==> src/rtl/pirq_pkg.sv <==
package pirq_pkg;
  localparam int RT_DIS_BIT = 7;
  localparam logic [7:0] RT_RESET = 8'h80;
  localparam logic [7:0] SCI_CTRL_RESET = 8'h00;
  localparam int SCI_LINE_W = 5;

  typedef struct packed {
    logic                  valid;
    logic [SCI_LINE_W-1:0] line;
  } sci_sel_t;

  function automatic sci_sel_t sci_decode(input logic [2:0] code);
    sci_sel_t s;
    s.valid = 1'b1;
    unique case (code)
      3'b000:  s.line = 5'd9;
      3'b001:  s.line = 5'd10;
      3'b010:  s.line = 5'd11;
      3'b100:  s.line = 5'd20;
      3'b101:  s.line = 5'd21;
      default: begin s.valid = 1'b0; s.line = '0; end
    endcase
    return s;
  endfunction
endpackage

==> src/rtl/pirq_cfg_regs.sv <==
module pirq_cfg_regs #(
  parameter int N_PIRQ = 8,
  parameter int ADDR_W = 4
) (
  input  logic                   clk,
  input  logic                   rst_n,
  input  logic                   we,
  input  logic [ADDR_W-1:0]      addr,
  input  logic [7:0]             wdata,
  output logic [N_PIRQ-1:0][7:0] route,
  output logic [7:0]             sci_ctrl
);
  import pirq_pkg::*;

  for (genvar i = 0; i < N_PIRQ; i++) begin : g_rt
    always_ff @(posedge clk) begin
      if (!rst_n) route[i] <= RT_RESET;
      else if (we && addr == ADDR_W'(i)) route[i] <= wdata;
    end
  end

  always_ff @(posedge clk) begin
    if (!rst_n) sci_ctrl <= SCI_CTRL_RESET;
    else if (we && addr == ADDR_W'(N_PIRQ)) sci_ctrl <= wdata;
  end
endmodule

==> src/rtl/pirq_sci_dec.sv <==
module pirq_sci_dec #(
  parameter int N_PIRQ = 8,
  parameter int LEG    = 16
) (
  input  logic [7:0]        sci_ctrl,
  output logic [LEG-1:0]    leg_hit,
  output logic [N_PIRQ-1:0] apic_hit
);
  import pirq_pkg::*;
  sci_sel_t sel;

  always_comb begin
    sel = sci_decode(sci_ctrl[2:0]);
    for (int k = 0; k < LEG; k++)
      leg_hit[k] = sel.valid && (int'(sel.line) == k);
    for (int k = 0; k < N_PIRQ; k++)
      apic_hit[k] = sel.valid && (int'(sel.line) == k + LEG);
  end
endmodule

==> src/rtl/pirq_line_mux.sv <==
module pirq_line_mux #(
  parameter int N_PIRQ = 8,
  parameter int LEG    = 16,
  localparam int NW    = $clog2(LEG)
) (
  input  logic [N_PIRQ-1:0][7:0] route,
  input  logic [N_PIRQ-1:0]      pirq_q,
  input  logic                   sci_q,
  input  logic [LEG-1:0]         sci_leg_hit,
  input  logic [N_PIRQ-1:0]      sci_apic_hit,
  output logic [LEG-1:0]         legacy,
  output logic [N_PIRQ-1:0]      apic,
  output logic [N_PIRQ-1:0]      en,
  output logic [N_PIRQ*NW-1:0]   num
);
  import pirq_pkg::*;

  always_comb begin
    legacy = sci_leg_hit & {LEG{sci_q}};
    for (int i = 0; i < N_PIRQ; i++) begin
      en[i] = !route[i][RT_DIS_BIT] && (int'(route[i][NW-1:0]) < LEG);
      num[i*NW +: NW] = en[i] ? route[i][NW-1:0] : '0;
      for (int k = 0; k < LEG; k++)
        if (en[i] && pirq_q[i] && int'(route[i][NW-1:0]) == k)
          legacy[k] = 1'b1;
    end
    apic = pirq_q | (sci_apic_hit & {N_PIRQ{sci_q}});
  end
endmodule

==> src/rtl/pirq_router.sv <==
module pirq_router #(
  parameter int N_PIRQ  = 8,
  parameter int LEG     = 16,
  localparam int NW     = $clog2(LEG),
  localparam int ADDR_W = $clog2(2 * N_PIRQ)
) (
  input  logic                 clk,
  input  logic                 rst_n,
  input  logic                 cfg_we,
  input  logic [ADDR_W-1:0]    cfg_addr,
  input  logic [7:0]           cfg_wdata,
  input  logic [N_PIRQ-1:0]    pirq_lvl,
  input  logic                 sci_lvl,
  output logic [LEG-1:0]       legacy_irq,
  output logic [N_PIRQ-1:0]    apic_irq,
  output logic [N_PIRQ-1:0]    route_en,
  output logic [N_PIRQ*NW-1:0] route_num
);
  logic [N_PIRQ-1:0][7:0] route;
  logic [7:0]             sci_ctrl;
  logic [LEG-1:0]         sci_leg_hit;
  logic [N_PIRQ-1:0]      sci_apic_hit;
  logic [N_PIRQ-1:0]      pirq_q;
  logic                   sci_q;

  // Sampled levels; the SCI state only moves when the level differs.
  always_ff @(posedge clk) begin
    if (!rst_n) begin
      pirq_q <= '0;
      sci_q  <= 1'b0;
    end else begin
      pirq_q <= pirq_lvl;
      if (sci_lvl != sci_q) sci_q <= sci_lvl;
    end
  end

  pirq_cfg_regs #(.N_PIRQ(N_PIRQ), .ADDR_W(ADDR_W)) u_cfg (
    .clk(clk), .rst_n(rst_n), .we(cfg_we), .addr(cfg_addr),
    .wdata(cfg_wdata), .route(route), .sci_ctrl(sci_ctrl)
  );

  pirq_sci_dec #(.N_PIRQ(N_PIRQ), .LEG(LEG)) u_sci (
    .sci_ctrl(sci_ctrl), .leg_hit(sci_leg_hit), .apic_hit(sci_apic_hit)
  );

  pirq_line_mux #(.N_PIRQ(N_PIRQ), .LEG(LEG)) u_mux (
    .route(route), .pirq_q(pirq_q), .sci_q(sci_q),
    .sci_leg_hit(sci_leg_hit), .sci_apic_hit(sci_apic_hit),
    .legacy(legacy_irq), .apic(apic_irq), .en(route_en), .num(route_num)
  );
endmodule

==> config.mk <==
export PLATFORM = sky130hd
export DESIGN_NAME = pirq_router
export DESIGN_NICKNAME = d
export VERILOG_FILES = /design/src/rtl/pirq_pkg.sv /design/src/rtl/pirq_cfg_regs.sv /design/src/rtl/pirq_sci_dec.sv /design/src/rtl/pirq_line_mux.sv /design/src/rtl/pirq_router.sv
export SDC_FILE = /design/constraint.sdc
export NUM_CORES = 1
export LEC_CHECK = 0
export BUFFER_PORTS_ARGS = -buffer_cell sky130_fd_sc_hd__buf_2
export CELL_PAD_IN_SITES_DETAIL_PLACEMENT = 2
export CELL_PAD_IN_SITES_GLOBAL_PLACEMENT = 2
export CORE_MARGIN = 1
export CORE_UTILIZATION = 28
export DETAILED_ROUTE_END_ITERATION = 8
export GPL_TIMING_DRIVEN = 1
export MAX_ROUTING_LAYER = met4
export PLACE_DENSITY_LB_ADDON = 0.1
export REMOVE_ABC_BUFFERS = 1
export SLEW_MARGIN = 20
export SYNTH_ARGS = -nofsm -noshare
export SYNTH_HDL_FRONTEND = slang
export SYNTH_SLANG_ARGS = --single-unit
==> constraint.sdc <==
create_clock -name clk -period 1.25 [get_ports clk]
set_input_delay 0.0625 -clock clk [delete_from_list [all_inputs] [get_ports clk]]
set_output_delay 0.0625 -clock clk [all_outputs]
set_load 0.01 [all_outputs]
==> flow_summary.toml, run 1 <==
[yosys]
synthMuxAreaShare = 0.08406
synthAdderAreaFrac = 0
yosys_warnings = 0
synth-seq-cells = 52
yosys_most_used_dff = "dfxtp_1"
synth_compound_area_frac = 0.1485
synth_cell_type_count = 47
netlist_area_um2 = 3572
synth_top_family_by_area = "simple AND/OR/NAND/NOR gates"
yosys.area_share.simple = 0.4077
syn_inst = 440
synth-edff-count = 0
synth.avg_cell_area_um2 = 8.119
ys_seq_area_frac = 0.2914
synth_xor_area_frac = 0
async_flop_share = 0

[setup_path]
r2r_start = "u_cfg.route[35]$_SDFFE_PN0P_"
crit_type = "flop to output pin"
worstPathRequired_ns = 1.19
cpMaxStageDelayCell = "or4bb_4"
critPathLaunchType = "flop"
cp.arrival_ns = 1.93
critical_path.top_delay_family = "simple AND/OR/NAND/NOR gates"
cp_num_buf_inv = 2
rr_worst_depth = 6
cp-endpoint = "legacy_irq[4]"
r2r_end = "u_cfg.route[35]$_SDFFE_PN0P_"
cp_max_fo = 3
ff2ff_setup_slack_ns = 0.16
cp-end-kind = "output pin"
crit_chain = "or4bb_4, o32ai_4, buf_6, nor4_2, o211ai_1, buf_2"
path_depth = 6
critPathLaunch = "u_cfg.route[63]$_SDFFE_PN1P_"
critical-path-max-stage-delay_ns = 0.57

[timing]
maxSlewHeadroom = 0.7466
fin_tns_setup_ns = -10.42
period_minus_slack_ns = 1.996
setup_slack_ns = -0.7461
drv_slew = 0
finalSetupViolations = 17
skew_ns = 0
worst_pin_slew_ns = 0.3802
hold_viol = 0
fmax_mhz = 501.0
fin_crit_sh = 1.597
rsz0062_at_grt = "true"

[detailed_routing]
routed_wl_um = 19460
wire_per_inst_um = 23.59
drtIter0Drc = 216
drtAntennaViolNets = 0
drc = 0
routed-wl-met3_um = 819
wl_met2_um = 9901
vias = 4371
via_per_inst = 5.298
topRoutingLayerUsed = "met4"
first_pass_iters = 4
drt-met1-wl_um = 8088

[final_layout]
final_cells = 825
n_fill_cell = 1309
nNetsFinal = 680
drive_above_1_share = 0.5784
final_cell_mix = "124 x buf_4, 75 x buf_2, 53 x nor2b_1"
diodes = 0
fin_util = 0.5154
mostFrequentLayoutCell = "buf_4"
syn2layout_area_growth_pct = 76.18
multi_input_area_um2 = 2890
seq_area_um2 = 1111

[die]
die_area_um2 = 13210
start_util = 0.2925
core-area_um2 = 12210
die_x_um = 115.0
rows = 40
fp.dieH_um = 115.0
boundaryPins = 88

[power]
cellPowerDensity_nw_per_um2 = 590.4
vdd_drop_max_v = 0.0005483
total_leakage_power_uw = 0.002649
finalPower_uw = 3716

[global_routing]
track_usage = 0.3069
overflow = 0
first_global_vias = 4736
grt_pass1_wl_um = 28850
grt_max_degree = 53
antenna_found_initial = 0

[placed_design]
io_buffers = 84
dp.cells = 787
place_ws_ns = -0.6141
dp_hpwl_um = 13970
gp_congestion = 0.9708

[cts]
cts_sinks = 52
htreeDepth = 2
numCtsBuffers = 5
cts.path.max_buffers = 2
cts_root_buf = "clkbuf_16"
clkTransAtPathRegs_ns = 0.08
clk_latency_ns = 0.30
cts_tree = "yes"

[outcome]
violations = "setup timing"
status = "complete, but fails checks"

[hold_path]
hold_path.class = "input pin to flop"

[flow_run]
maxCapViolations = 0
[synthesized netlist by cell type (4+ instances only)]
| master | instances | area [um2] |
|---|---|---|
| nand2_1 | 34 | 127.6 |
| mux2i_1 | 30 | 300.3 |
| nor2b_1 | 58 | 362.9 |
| o22ai_1 | 18 | 112.6 |
| o21ai_0 | 5 | 25.02 |
| buf_2 | 14 | 70.07 |
| and2_1 | 10 | 62.56 |
| buf_4 | 4 | 30.03 |
| nand3_1 | 16 | 80.08 |
| inv_1 | 13 | 48.80 |
| o32a_1 | 4 | 40.04 |
| or4b_1 | 6 | 60.06 |
| o211ai_1 | 8 | 60.06 |
| a21boi_0 | 8 | 60.06 |
| o32ai_1 | 14 | 122.6 |
| nand2b_1 | 18 | 112.6 |
| a31oi_1 | 4 | 25.02 |
| nand4b_1 | 9 | 78.83 |
| or4bb_1 | 10 | 112.6 |
| dfxtp_1 | 52 | 1041 |
| nor3_1 | 18 | 90.09 |
| clkbuf_1 | 18 | 67.56 |
| nor2_1 | 27 | 101.4 |
[flip-flops by register name (all words and copies together) (netlist names)]
name / flops
sci_q: 1
u_cfg.route: 40
pirq_q: 8
u_cfg.sci_ctrl: 3
[cells by family (layout without fill, tap and decap cells)]
logic type / Yosys count / after routing
AO/OA/AOI/OAI: 72 / 72
AND/OR/NAND/NOR: 234 / 234
flip-flops: 52 / 52
buffers and inverters: 52 / 269
multiplexers: 30 / 30
[worst min-delay path by stage]
stage	cells after the start	slack [ns]	startpoint	end
6_report	3	0.15	rst_n	u_cfg.route[39]$_SDFFE_PN1P_
5_1_grt	3	0.17	rst_n	u_cfg.route[15]$_SDFFE_PN1P_
4_1_cts	3	0.15	rst_n	u_cfg.route[15]$_SDFFE_PN1P_
3_5_place_dp	2	0.28	pirq_lvl[6]	pirq_q[6]$_SDFF_PN0_
3_3_place_gp	2	0.26	sci_lvl	sci_q$_SDFFE_PN0P_
2_1_floorplan	1	0.12	rst_n	u_cfg.route[15]$_SDFFE_PN1P_
[routing by layer]
layer,GRT usage,vias to the layer above
met3,0.04533,44
li1,-,2018
met2,0.5277,114
met1,0.3569,2195
met4,0.1255,0
met5,-,-
[final cells by class]
class	instances	share of cell area
clock buffer	5	0.01988
inverter	13	0.008549
multi-input combinational	336	0.4592
clock inverter	3	0.003380
tap	168	0.03340
timing repair buffer	248	0.2990
sequential	52	0.1765
[worst register-to-register path, stage by stage, from the launching register on]
cell,delay (ns)
dfxtp_4,0.35
buf_6,0.11
buf_6,0.11
buf_6,0.10
buf_4,0.12
mux2i_1,0.13
nor2b_1,0.06
[per-stage QoR]
stage | area [um2] | hold slack (ns)
3_3_place_gp | 5064 | 0.2643
2_1_floorplan | 3377 | 0.1244
4_1_cts | 5953 | 0.1489
6_report | 6294 | 0.1540
3_5_place_dp | 5064 | 0.2755
5_1_grt | 6294 | 0.1700
[repair_timing]
item                                   CTS  global route
resized for setup                      132            64
buffers inserted                        11            15
endpoints found under the hold margin    9             0
hold buffers                             9             0
setup endpoints to repair               24            35
pin swaps                               33            25
[where the power goes]
group          internal (uW)  switching [uW]
clock network            749             723
registers               1680            39.3
logic                    256             266
Note: power is estimated with default switching activity, not from simulation.
==> inputs of run 2 (changes only) <==
--- a/config.mk
+++ b/config.mk
@@ -8,8 +8,9 @@
 export BUFFER_PORTS_ARGS = -buffer_cell sky130_fd_sc_hd__buf_2
 export CELL_PAD_IN_SITES_DETAIL_PLACEMENT = 2
 export CELL_PAD_IN_SITES_GLOBAL_PLACEMENT = 2
+export CORE_ASPECT_RATIO = 1.25
 export CORE_MARGIN = 1
-export CORE_UTILIZATION = 28
+export CORE_UTILIZATION = 30
 export DETAILED_ROUTE_END_ITERATION = 8
 export GPL_TIMING_DRIVEN = 1
 export MAX_ROUTING_LAYER = met4
==> constraint.sdc (replaced) <==
create_clock -name clk -period 1.85 [get_ports clk]
set_input_delay 0.0925 -clock clk [delete_from_list [all_inputs] [get_ports clk]]
set_output_delay 0.0925 -clock clk [all_outputs]
set_load 0.01 [all_outputs]
==> run 2 against run 1 <==
The flow still finishes with violations (setup timing); worst hold slack got worse by 0.15 ns; sequential share of layout area grew 3.8 points; clock power down 34%; total power fell by 35%; wire length is 19% lower; clock skew did not move; combinational power decreased by 49%; critical path type unchanged; largest power group unchanged.
==> flow_summary.toml, run 2 (synthesized netlist as in run 1, its figures left out) <==
[final_layout]
largest_reg_flops = 40
reg.largest.list = "u_cfg.route: 40 flops, pirq_q: 8 flops, u_cfg.sci_ctrl: 3 flops"
nNetsFinal = 576
drive_above_1_share = 0.4593
diodes = 0
fin_util = 0.4418
final_cell_mix = "81 x buf_2, 57 x nor2b_1, 46 x buf_4"
mostFrequentLayoutCell = "buf_2"
syn2layout_area_growth_pct = 43.68
largest_register = "u_cfg.route"
stdcell_area_um2 = 5132

[detailed_routing]
drtAntennaViolNets = 0
drtIter0Drc = 124
via_per_inst = 5.375
first_pass_iters = 4
vias = 3838
wire_per_inst_um = 22.13
routed_wl_um = 15800
drc = 0

[setup_path]
worstPathRequired_ns = 1.76
ff2ff_setup_slack_ns = 0.93
cp-end-kind = "output pin"
crit_type = "flop to output pin"
rr_worst_depth = 4
critical-path-max-stage-delay_ns = 0.59
cp_max_fo = 4
r2r_end = "u_cfg.route[31]$_SDFFE_PN1P_"
crit_chain = "buf_6, or4bb_4, o22a_1, o221ai_2, or3_4, buf_6"
cpMaxStageDelayCell = "or4bb_4"
cp.arrival_ns = 1.87
critPathLaunchType = "flop"
r2r_start = "u_cfg.route[31]$_SDFFE_PN1P_"
cp_common_cell = "buf_6"

[cts]
clk_latency_ns = 0.29
cts.path.max_buffers = 2
clkTransAtPathRegs_ns = 0.07
cts_tree = "yes"
cts_sinks = 52
htreeDepth = 2
cts_root_buf = "clkbuf_16"
numCtsBuffers = 5

[placed_design]
io_buffers = 84
gp_congestion = 0.9217
dp_hpwl_um = 11850
placed_area_um2 = 4342

[timing]
worst_pin_slew_ns = 0.4986
period_minus_slack_ns = 1.962
fin_crit_sh = 1.061
fmax_mhz = 509.7
drv_slew = 0
setup_slack_ns = -0.1121
skew_ns = 0
rsz0062_at_grt = "true"
finalSetupViolations = 13
hold_viol = 0
maxSlewHeadroom = 0.6676

[outcome]
violations = "setup timing"
status = "complete, but fails checks"

[power]
total_leakage_power_uw = 0.002068
cellPowerDensity_nw_per_um2 = 468.0
vdd_drop_max_v = 0.0003233

[global_routing]
grt_pass1_wl_um = 23590
grt_max_degree = 28
antenna_found_initial = 0
first_global_vias = 3992
track_usage = 0.2667
overflow = 0

[die]
rows = 44
boundaryPins = 88
die_x_um = 99.60
core-area_um2 = 11620
start_util = 0.3075
fp.dieH_um = 124
die_area_um2 = 12350

[flow_run]
maxCapViolations = 0

[hold_path]
hp-start = "pirq_lvl[6]"
holdPathEnd = "pirq_q[6]$_SDFF_PN0_"
hold_path.class = "input pin to flop"
holdPathStages = 2
==> run 2: cell types whose count changed in the layout (fill, tap and decap cells not counted), sizes merged <==
| cell | before | now |
|---|---|---|
| buf | 239 | 139 |
| clkbuf | 5 | 8 |
| clkinv | 1 | 0 |
| clkinvlp | 1 | 0 |
| dlygate4sd3 | 9 | 5 |
| inv | 14 | 13 |
==> run 2: power by group <==
group,internal (uW),total [uW],switching (uW)
registers,1140,1170,30.8
clock network,541,964,423
logic,121,268,147
total,1800,2400,601
==> run 2: timing repair <==
action,in CTS,in global routing
gates resized for setup,94,34
endpoints found under the setup margin,15,16
hold endpoints to repair,5,0
pin swaps,30,21
buffers inserted,8,3
hold buffers,5,0
==> run 2: worst max-delay path: cells and delay by family, from the launching register on <==
kind                   cells  cell delay, ns
and+or+nand+nor            2            0.76
buffers and inverters      2            0.22
DFF                        1            0.33
AOI/OAI and AO/OA          2            0.27
==> run 2: layout make-up <==
cell class              count  area, um2
multi-input cells         336       2690
flip-flops and latches     52       1101
repair buffers            144      944.7
inverters                  13      48.80
well taps                 161      201.4
clock buffers               8      146.4
fillers                  1306       6484
==> run 2: metal layers <==
metal,up-vias,share of wire,global-route usage
met5,-,0,-
met4,0,0.022,0.08272
met3,19,0.031,0.03030
met2,90,0.52,0.4835
met1,1917,0.42,0.3085
li1,1812,-,-
==> run 2: through the flow <==
step           setup WS, ns  hold slack [ns]  TNS, ns  instances  power, uW
6_report            -0.1121         0.001054  -0.8486        714       2402
5_1_grt             -0.1557          0.01472   -1.532        714       2495
4_1_cts             -0.1129        0.0001052   -1.008        711       2438
3_5_place_dp        0.01378           0.3038        0        690       1437
3_3_place_gp        0.03658           0.2948        0        690       1428
2_1_floorplan        0.3887           0.1544        0        401       1287
==> run 2: worst max path at each step <==
stage                                       from              to  slack, ns  depth (start not counted)
detailed placement          pirq_q[7]$_SDFF_PN0_   legacy_irq[4]       0.01                          5
global route                pirq_q[4]$_SDFF_PN0_  legacy_irq[11]      -0.16                          5
floorplan                   pirq_q[7]$_SDFF_PN0_   legacy_irq[4]       0.39                          4
CTS                         pirq_q[4]$_SDFF_PN0_  legacy_irq[11]      -0.11                          5
global placement            pirq_q[7]$_SDFF_PN0_   legacy_irq[4]       0.04                          5
finish              u_cfg.route[24]$_SDFFE_PN0P_  legacy_irq[14]      -0.11                          6
==> inputs of run 3 (changes only) <==
--- a/config.mk
+++ b/config.mk
@@ -5,12 +5,13 @@
 export SDC_FILE = /design/constraint.sdc
 export NUM_CORES = 1
 export LEC_CHECK = 0
+export ABC_AREA = 1
 export BUFFER_PORTS_ARGS = -buffer_cell sky130_fd_sc_hd__buf_2
 export CELL_PAD_IN_SITES_DETAIL_PLACEMENT = 2
 export CELL_PAD_IN_SITES_GLOBAL_PLACEMENT = 2
 export CORE_ASPECT_RATIO = 1.25
 export CORE_MARGIN = 1
-export CORE_UTILIZATION = 30
+export CORE_UTILIZATION = 26
 export DETAILED_ROUTE_END_ITERATION = 8
 export GPL_TIMING_DRIVEN = 1
 export MAX_ROUTING_LAYER = met4
==> run 3 against run 2 <==
The run now ends clean; synthesized cell count up 48%; clock skew unchanged; non-clock buffer count down 50; die area up 14%; synthesized area down 0.74%; cell area down 12%; wire length up 1.5%; largest cell class unchanged; highest routed layer unchanged.
==> flow_summary.toml, run 3 <==
[power]
vdd_drop_max_v = 0.0003797
cellPowerDensity_nw_per_um2 = 621.4
total_leakage_power_uw = 0.002470

[yosys]
synth_xor_area_frac = 0
ys_top_cells_by_area = "dfxtp_1 29%, nand2_1 22%, nor2_1 15%, inv_1 9.4%, nand3_1 7.9%"
synth-seq-cells = 52
yosys_warnings = 0
synthMuxAreaShare = 0
yosysMostFrequentCell = "nand2_1"
synth_top_family_by_area = "simple AND/OR/NAND/NOR gates"
yosys_most_used_dff = "dfxtp_1"
synth_cell_type_count = 18
synth-edff-count = 0
synth.avg_cell_area_um2 = 5.438
async_flop_share = 0
synth_top_cell_by_area = "dfxtp_1"
syn_inst = 652
yosys.area_share.simple = 0.4689
synth_common_cells = "212 x nand2_1, 138 x nor2_1, 89 x inv_1"
netlist_area_um2 = 3546
synthAdderAreaFrac = 0
synth_top_cell_area_share = 0.2936
ys_seq_area_frac = 0.2936
synth_compound_area_frac = 0.1228

[cts]
cts.path.max_buffers = 2
numCtsBuffers = 5
clkTransAtPathRegs_ns = 0.07
clk_latency_ns = 0.29
cts_root_buf = "clkbuf_16"
htreeDepth = 2
cts_tree = "yes"
cts_sinks = 52
cts_setup_buffers = 0

[final_layout]
n_fill_cell = 1769
fin_util = 0.3381
diodes = 0
largest_register = "u_cfg.route"
seq_area_um2 = 1049
final_cell_mix = "210 x nand2_1, 124 x nor2_1, 88 x inv_1"
largest_reg_flops = 40
syn2layout_area_growth_pct = 26.71
nNetsFinal = 764
mostFrequentLayoutCell = "nand2_1"
reg.largest.list = "u_cfg.route: 40 flops, pirq_q: 8 flops, u_cfg.sci_ctrl: 3 flops"
drive_above_1_share = 0.1687
multi_input_area_um2 = 2148

[global_routing]
grt_max_degree = 33
track_usage = 0.2435
grt_pass1_wl_um = 25530
grt.busiest_layer = "met2"
met1_usage = 0.2893
antenna_found_initial = 0
use_met3 = 0.02315
overflow = 0
first_global_vias = 4662
globalRouteMet2Util = 0.4398

[timing]
fin_crit_sh = 0.9471
worst_pin_slew_ns = 0.5037
fmax_mhz = 570.7
rsz0062_at_grt = "true"
drv_slew = 0
maxSlewHeadroom = 0.6638
period_minus_slack_ns = 1.752
setup_slack_ns = 0.09783
finalSetupViolations = 0
hold_viol = 0
skew_ns = 0

[die]
core-area_um2 = 13290
die_x_um = 106.5
rows = 47
die_area_um2 = 14110
fp.dieH_um = 132.6
boundaryPins = 88
start_util = 0.2668

[setup_path]
rr_worst_depth = 3
cp-end-kind = "output pin"
cpMaxStageDelayCell = "dfxtp_1"
worstPathRequired_ns = 1.76
r2r_end = "u_cfg.route[15]$_SDFFE_PN1P_"
crit_type = "flop to output pin"
cp_num_buf_inv = 3
crit_chain = "inv_1, nand2_1, inv_1, nand3_1, nand2_1, nor2_1, nand2_1, buf_2"
ff2ff_setup_slack_ns = 1.03
critical_path.top_delay_family = "simple AND/OR/NAND/NOR gates"
path_depth = 8
cp_max_fo = 6
critical-path-max-stage-delay_ns = 0.40
r2r_start = "u_cfg.route[15]$_SDFFE_PN1P_"
cp.arrival_ns = 1.66
critPathLaunchType = "flop"
cp_common_cell = "nand2_1"

[placed_design]
gp_congestion = 0.8843
place_ws_ns = 0.006745
dp_hpwl_um = 13410
io_buffers = 84

[detailed_routing]
drtAntennaViolNets = 0
first_pass_iters = 4
routed_wl_um = 16040
via_per_inst = 4.771
wire_per_inst_um = 17.58
vias = 4351
drtIter0Drc = 107
drc = 0

[hold_path]
hold_path.class = "input pin to flop"
holdPathStages = 3
holdPathEnd = "pirq_q[7]$_SDFF_PN0_"
hp-start = "pirq_lvl[7]"

[flow_run]
maxCapViolations = 0

[outcome]
status = "finished clean"
## run 3: cell type report
class,count,area share
clock buffers,5,0.02785
flip-flops and latches,52,0.2334
multi-input cells,497,0.4781
well taps,171,0.04762
clock inverters,3,0.02005
inverters,90,0.07547
repair buffers,94,0.1175
## run 3: report_power, final
part           internal (uW)  switching [uW]
sequential              1150            31.1
combinational           81.3             177
clock                    913             440
## run 3: how the worst max path moves through the flow
stage                                             from             end  slack (ns)
final                     u_cfg.route[47]$_SDFFE_PN1P_   legacy_irq[6]         0.1
after detailed placement          pirq_q[1]$_SDFF_PN0_  legacy_irq[10]       0.007
after floorplan                   pirq_q[1]$_SDFF_PN0_   legacy_irq[9]        0.50
after global placement            pirq_q[1]$_SDFF_PN0_   legacy_irq[9]        0.05
after CTS                 u_cfg.route[19]$_SDFFE_PN0P_   legacy_irq[9]        0.03
after global routing      u_cfg.route[55]$_SDFFE_PN1P_  legacy_irq[10]       -0.01
## run 3: logic make-up (layout without fill, tap and decap cells)
kind of cell | after synthesis | in the layout
and+or+nand+nor | 414 | 414
DFF | 52 | 52
buffers and inverters | 103 | 192
AOI/OAI and AO/OA | 83 | 83
## run 3: metrics by stage
stage	setup TNS [ns]	hold slack (ns)	power [uW]	instance area [um2]	cells
after floorplan	0	0.1860	1315	3477	639
after global placement	0	0.2721	1440	4139	896
after detailed placement	0	0.2848	1453	4139	896
after CTS	0	0.005344	2836	4448	912
after global routing	-0.02840	0.006862	2901	4493	912
final	0	0.01096	2792	4493	912
## run 3: timing repair
item	in CTS	in global routing
setup endpoints to repair	15	12
endpoints found under the hold margin	8	0
hold buffers	8	0
resized for setup	6	20
## run 3: tightest hold or removal path, cell delays in order
cell and delay, ns:
buf_2 0.08, nand2_1 0.06, inv_1 0.05
## run 3: routing by layer
| metal | vias up | routed length, um | share of wire |
|---|---|---|---|
| li1 | 2186 | - | - |
| met1 | 2076 | 7076 | 0.44 |
| met2 | 78 | 8236 | 0.51 |
| met3 | 11 | 470 | 0.029 |
| met4 | 0 | 253 | 0.016 |
| met5 | - | 0 | 0 |
